==> src/rtl/dual_demux_pkg.sv <==
package dual_demux_pkg;
  localparam int CODE_W  = 8;
  localparam int PRI_LAT = 13;            // cycles, capture to primary bus
  localparam int LINE    = PRI_LAT - 2;   // regs between encoder and output stage

  typedef struct packed {
    logic vld;
    logic odd;
  } tag_t;

  typedef struct packed {
    logic              oor;
    logic [CODE_W-1:0] code;
  } enc_t;
endpackage

==> src/rtl/smp_capture.sv <==
module smp_capture
  import dual_demux_pkg::*;
#(
  parameter int IN_W = 12,
  parameter int NCH  = 2
) (
  input  logic                     clk_i,
  input  logic                     rst_ni,
  input  logic                     vld_i,
  input  logic [NCH-1:0][IN_W-1:0] smp_i,
  output tag_t                     tag_o,
  output logic [NCH-1:0][IN_W-1:0] smp_o
);
  logic phase_q;

  always_ff @(negedge clk_i or negedge rst_ni) begin
    if (!rst_ni) begin
      phase_q <= 1'b0;
      tag_o   <= '0;
      smp_o   <= '0;
    end else begin
      tag_o.vld <= vld_i;
      tag_o.odd <= phase_q;
      smp_o     <= smp_i;
      if (vld_i) phase_q <= ~phase_q;
    end
  end
endmodule

==> src/rtl/sat_encode.sv <==
module sat_encode
  import dual_demux_pkg::*;
#(
  parameter int IN_W = 12
) (
  input  logic                   clk_i,
  input  logic                   rst_ni,
  input  logic signed [IN_W-1:0] smp_i,
  output enc_t                   enc_o
);
  localparam int POS_FS = 2 ** (CODE_W - 1) - 1;
  localparam int NEG_FS = -POS_FS - 1;

  enc_t enc_d;

  always_comb begin
    enc_d.oor = 1'b0;
    if (smp_i > POS_FS) begin
      enc_d.code = '1;
      enc_d.oor  = 1'b1;
    end else if (smp_i < NEG_FS) begin
      enc_d.code = '0;
      enc_d.oor  = 1'b1;
    end else begin
      enc_d.code = {~smp_i[CODE_W-1], smp_i[CODE_W-2:0]};
    end
  end

  always_ff @(posedge clk_i or negedge rst_ni) begin
    if (!rst_ni) enc_o <= '0;
    else         enc_o <= enc_d;
  end


  clamp_range_chk: assert property (@(posedge clk_i) disable iff (!rst_ni)
    enc_o.oor |-> (enc_o.code == '0 || enc_o.code == '1));
endmodule

==> src/rtl/pair_demux.sv <==
module pair_demux
  import dual_demux_pkg::*;
#(
  parameter int NCH = 2
) (
  input  logic                       clk_i,
  input  logic                       rst_ni,
  input  tag_t                       tag_i,
  input  enc_t [NCH-1:0]             enc_i,
  output logic [NCH-1:0][CODE_W-1:0] pri_o,
  output logic [NCH-1:0][CODE_W-1:0] dly_o,
  output logic                       vld_o,
  output logic                       oor_o
);
  tag_t           tag_q [LINE+1];
  enc_t [NCH-1:0] dat_q [LINE];
  enc_t [NCH-1:0] hold_q;
  tag_t           tap_tag;
  enc_t [NCH-1:0] tap_dat;
  logic           pair_oor;

  always_ff @(posedge clk_i or negedge rst_ni) begin
    if (!rst_ni) begin
      for (int s = 0; s <= LINE; s++) tag_q[s] <= '0;
      for (int s = 0; s < LINE; s++)  dat_q[s] <= '0;
    end else begin
      tag_q[0] <= tag_i;
      dat_q[0] <= enc_i;
      for (int s = 1; s <= LINE; s++) tag_q[s] <= tag_q[s-1];
      for (int s = 1; s < LINE; s++)  dat_q[s] <= dat_q[s-1];
    end
  end

  assign tap_tag = tag_q[LINE];
  assign tap_dat = dat_q[LINE-1];

  always_comb begin
    pair_oor = 1'b0;
    for (int c = 0; c < NCH; c++) pair_oor |= tap_dat[c].oor | hold_q[c].oor;
  end

  always_ff @(posedge clk_i or negedge rst_ni) begin
    if (!rst_ni) begin
      hold_q <= '0;
      pri_o  <= '0;
      dly_o  <= '0;
      vld_o  <= 1'b0;
      oor_o  <= 1'b0;
    end else begin
      vld_o <= 1'b0;
      if (tap_tag.vld) begin
        if (tap_tag.odd) begin
          for (int c = 0; c < NCH; c++) begin
            pri_o[c] <= tap_dat[c].code;
            dly_o[c] <= hold_q[c].code;
          end
          oor_o <= pair_oor;
          vld_o <= 1'b1;
        end else begin
          hold_q <= tap_dat;   // first of pair waits for its partner
        end
      end
    end
  end


  pulse_gap_chk: assert property (@(posedge clk_i) disable iff (!rst_ni)
    vld_o |=> !vld_o);


  latency_chk: assert property (@(posedge clk_i) disable iff (!rst_ni)
    vld_o |-> $past(tag_i.vld && tag_i.odd, PRI_LAT));


  hold_stable_chk: assert property (@(posedge clk_i) disable iff (!rst_ni)
    !vld_o |-> ($stable(pri_o) && $stable(dly_o) && $stable(oor_o)));
endmodule

==> src/rtl/dual_demux.sv <==
module dual_demux
  import dual_demux_pkg::*;
#(
  parameter int IN_W = 12
) (
  input  logic                   clk_i,
  input  logic                   rst_ni,
  input  logic                   smp_vld_i,
  input  logic signed [IN_W-1:0] ch0_smp_i,
  input  logic signed [IN_W-1:0] ch1_smp_i,
  output logic [CODE_W-1:0]      ch0_pri_o,
  output logic [CODE_W-1:0]      ch0_dly_o,
  output logic [CODE_W-1:0]      ch1_pri_o,
  output logic [CODE_W-1:0]      ch1_dly_o,
  output logic                   pair_vld_o,
  output logic                   oor_o
);
  localparam int NCH = 2;

  logic [NCH-1:0][IN_W-1:0]   smp_in, smp_cap;
  tag_t                       tag_cap;
  enc_t [NCH-1:0]             enc;
  logic [NCH-1:0][CODE_W-1:0] pri, dly;

  assign smp_in = {ch1_smp_i, ch0_smp_i};

  smp_capture #(.IN_W(IN_W), .NCH(NCH)) u_cap (
    .clk_i  (clk_i),
    .rst_ni (rst_ni),
    .vld_i  (smp_vld_i),
    .smp_i  (smp_in),
    .tag_o  (tag_cap),
    .smp_o  (smp_cap)
  );

  for (genvar c = 0; c < NCH; c++) begin : g_ch
    sat_encode #(.IN_W(IN_W)) u_enc (
      .clk_i  (clk_i),
      .rst_ni (rst_ni),
      .smp_i  (smp_cap[c]),
      .enc_o  (enc[c])
    );
  end

  pair_demux #(.NCH(NCH)) u_dmx (
    .clk_i  (clk_i),
    .rst_ni (rst_ni),
    .tag_i  (tag_cap),
    .enc_i  (enc),
    .pri_o  (pri),
    .dly_o  (dly),
    .vld_o  (pair_vld_o),
    .oor_o  (oor_o)
  );

  assign ch0_pri_o = pri[0];
  assign ch0_dly_o = dly[0];
  assign ch1_pri_o = pri[1];
  assign ch1_dly_o = dly[1];


  oor_rail_chk: assert property (@(posedge clk_i) disable iff (!rst_ni)
    oor_o |-> (ch0_pri_o inside {8'h00, 8'hFF} || ch0_dly_o inside {8'h00, 8'hFF} ||
               ch1_pri_o inside {8'h00, 8'hFF} || ch1_dly_o inside {8'h00, 8'hFF}));
endmodule

==> config.mk <==
export PLATFORM = sky130hd
export DESIGN_NAME = dual_demux
export DESIGN_NICKNAME = d
export VERILOG_FILES = /design/src/rtl/dual_demux_pkg.sv /design/src/rtl/smp_capture.sv /design/src/rtl/sat_encode.sv /design/src/rtl/pair_demux.sv /design/src/rtl/dual_demux.sv
export SDC_FILE = /design/constraint.sdc
export NUM_CORES = 1
export LEC_CHECK = 0
export BUFFER_PORTS_ARGS = -buffer_cell sky130_fd_sc_hd__buf_2
export CORE_UTILIZATION = 45
export CTS_CLUSTER_SIZE = 16
export DETAILED_ROUTE_END_ITERATION = 10
export SYNTH_ARGS = -nofsm -noshare
export SYNTH_HDL_FRONTEND = slang
export SYNTH_SLANG_ARGS = --single-unit
==> constraint.sdc <==
create_clock -name clk_i -period 1.22 [get_ports clk_i]
set_input_delay 0.244 -clock clk_i [delete_from_list [all_inputs] [get_ports clk_i]]
set_output_delay 0.244 -clock clk_i [all_outputs]
set_load 0.005 [all_outputs]
==> results.tsv <==
stage	metric	value	unit
detailed_routing	Via density	4.38	
logic_synthesis	register area share after synthesis	90.4	%
logic_synthesis	syn_area_per_cell	21.7	um^2
clocking	clk slew on worst S/H paths	0.06	ns
cells_and_area	Ant. Diodes	0	
die	die area	20200	um^2
worst_setup_path	Critical Path Source	u_cap.smp_o[10]	
global_routing	largest net degree at the start of global routing	67	
worst_setup_path	FF-to-FF path depth	3	
die	core area	19000	um^2
placement	Placer Congestion	0.677	
worst_setup_path	Critical Path RT	1.63	ns
cells_and_area	most frequent cells in the layout	dfrtp_1, buf_2, mux2_4, clkbuf_16, dfrtn_1	
clocking	clock latency on the worst-skew pair	0.52	ns
worst_setup_path	CP Depth	3	
logic_synthesis	Mapped Area	8830	um^2
worst_setup_path	Cell Chain, Critical Path	nor4_4 -> nor2_4 -> a21o_1	
clocking	clock sink count	319	
cells_and_area	share of layout cells above drive strength 1	35.5	%
cells_and_area	commonest non-fill, non-tap cell in the layout	dfrtp_1	
die	Die Ht	142	um
clocking	cts bufs inserted	29	
logic_synthesis	Synth Register Bits	319	
timing	RSZ-0062 raised after global routing	yes	
cells_and_area	Final Util	57.6	%
timing	setup ws final	-0.499	ns
timing	setup_tns	-9.51	ns
cells_and_area	register area	7980	um^2
worst_setup_path	CP endpoint kind	flip-flop	
die	Initial Util	46.6	%
cells_and_area	Final Instance Count excl. Fillers	809	
timing	Slew Viols, Final	0	
global_routing	GRT Util Overall	10.8	%
detailed_routing	routed wire length	10700	um
power	Peak VDD IR	1130	uV
min_path	hold path start	ch0_smp_i[7]	
cells_and_area	P&R area growth vs syn	23.7	%
worst_setup_path	CP Buf/Inv Count	0	
clocking	htree depth	1	
clocking	Clock Tree Buf Depth	3	
logic_synthesis	Netlist cell types	18	
worst_setup_path	Reg-to-Reg Start	u_cap.smp_o[10]	
global_routing	number of global-route vias before repair	3741	
cells_and_area	Fill cells	1403	
min_path	worst hold stages	1	
outcome	outcome	finished, violations left	
die	std cell rows	50	
logic_synthesis	Mapped Nets	434	
worst_setup_path	CP max stage delay	0.37	ns
timing	Final setup violation count	74	
timing	Final Hold Vio Count	0	
logic_synthesis	synth warn	0	
detailed_routing	# DRC	0	
outcome	failing checks	setup timing	
global_routing	first-pass GRT wire length	17500	um
placement	IO Port Bufs	60	
global_routing	total grt overflow	0	
placement	hpwl dp	5390	um
worst_setup_path	R2R Setup Slk	-0.50	ns
detailed_routing	Final ANT Viol Nets	0	
detailed_routing	Wirelength per Cell	13.2	um
worst_setup_path	crit path max fanout	7	
placement	placed instance count	734	
power	LEAKAGE	4.97	nW
logic_synthesis	Syn Inst Count	407	
cells_and_area	Final nets	554	
detailed_routing	DR vias	3541	
clocking	cell at the root of the clock tree	clkbuf_16	
worst_setup_path	kind of cell adding the most delay to the critical path	simple AND/OR/NAND/NOR gates	
timing	Setup Skew	0.00574	ns
clocking	TritonCTS clock tree	done	
timing	Min Hold Slack	0.320	ns
global_routing	initial antenna violation count	0	
worst_setup_path	Worst EP arrival	2.13	ns
cells_and_area	area occupied by multi-input gates	936	um^2
worst_setup_path	CP startpoint kind	flip-flop	
timing	actual slew at the worst max-slew pin	0.331	ns
detailed_routing	DR pass1 iterations	4	
die	Ports	61	
power	power density over cell area	2250	nW/um^2
detailed_routing	Initial DRC Count	171	
job	max-cap check violation count	0	
die	die width	142	um
worst_setup_path	kind of critical path	reg -> reg	
min_path	HP Class	in -> reg	
timing	slew margin rel.	77.9	%
worst_setup_path	CP max-delay cell	dfrtn_1	
[layout make-up]
class | count | area share (%)
clock buffers | 34 | 7.09
clock inverters | 19 | 1.16
inverters | 3 | 0.103
multi-input cells | 80 | 8.57
flip-flops and latches | 319 | 73.1
well taps | 260 | 2.98
repair buffers | 94 | 6.98
[kinds of logic after synthesis]
kind of cell	synth area share, %
simple gates	0.709
compound gates	1.36
xor+xnor	0.0992
mux	6.80
flops	90.4
buf+inv	0.595
[synthesized netlist by cell type (all sizes together)]
cell type | number | area share (%)
dfrtp | 292 | 83
mux2 | 50 | 6.8
dfrtn | 27 | 7.7
a21o | 14 | 1.2
buf | 5 | 0.47
nand2 | 4 | 0.20
inv | 3 | 0.13
nor4 | 3 | 0.21
o21ai | 3 | 0.17
nand4 | 2 | 0.14
nor2 | 2 | 0.085
nor2b | 1 | 0.071
xor2 | 1 | 0.099
[what timing repair did]
| item | in CTS | in global routing |
|---|---|---|
| endpoints found under the setup margin | 55 | 82 |
| gates resized for setup | 7 | 25 |
| hold buffers | 1 | 0 |
| cloned | 0 | 5 |
| pin swaps | 5 | 6 |
| setup buffers | 10 | 6 |
| hold endpoints to repair | 199 | 0 |
[state kept, by name, indices dropped and copies added, names as in the netlist]
signal / count
u_dmx.dat_q: 198
u_cap.smp_o: 24
u_dmx.tag_q: 24
g_ch.u_enc.enc_o: 18
u_dmx.hold_q: 18
u_dmx.dly_o: 16
u_dmx.pri_o: 16
u_cap.tag_o: 2
u_cap.phase_q: 1
u_dmx.oor_o: 1
u_dmx.vld_o: 1
[routing by layer]
metal	part of all wire (%)	GRT usage [%]	vias to the layer above	routed length [um]
met5	0	0	-	0
met4	2.9	4.58	0	310
met3	5.3	2.79	30	562
met2	50	17.4	93	5280
met1	42	14.0	1842	4510
li1	-	-	1576	-
[path summary, 6_finish.rpt]
check,end
worst max-delay path,g_ch[0].u_enc.enc_o[2]
worst min-delay path,u_cap.smp_o[7]
worst max register to register,g_ch[0].u_enc.enc_o[2]
worst min register to register,u_dmx.dat_q[71]
max in group asynchronous,u_dmx.pri_o[14]
min in group asynchronous,u_dmx.hold_q[2]
[power by group]
part           leakage, nW  total, mW  switching, mW  internal, mW
sequential            3.57       12.9          0.693          12.3
combinational        0.946       3.35           1.17          2.17
clock                0.452       8.31           3.57          4.74
[per-stage QoR]
| stage | setup WS [ns] | area (um^2) | power, mW |
|---|---|---|---|
| 6_report | -0.499 | 10900 | 24.6 |
| 5_1_grt | -0.537 | 10900 | 25.9 |
| 4_1_cts | -0.481 | 10600 | 24.2 |
| 3_5_place_dp | -0.501 | 9620 | 15.5 |
| 3_3_place_gp | -0.462 | 9620 | 15.3 |
| 2_1_floorplan | -0.415 | 8850 | 14.3 |
(Power assumes the default switching activity.)
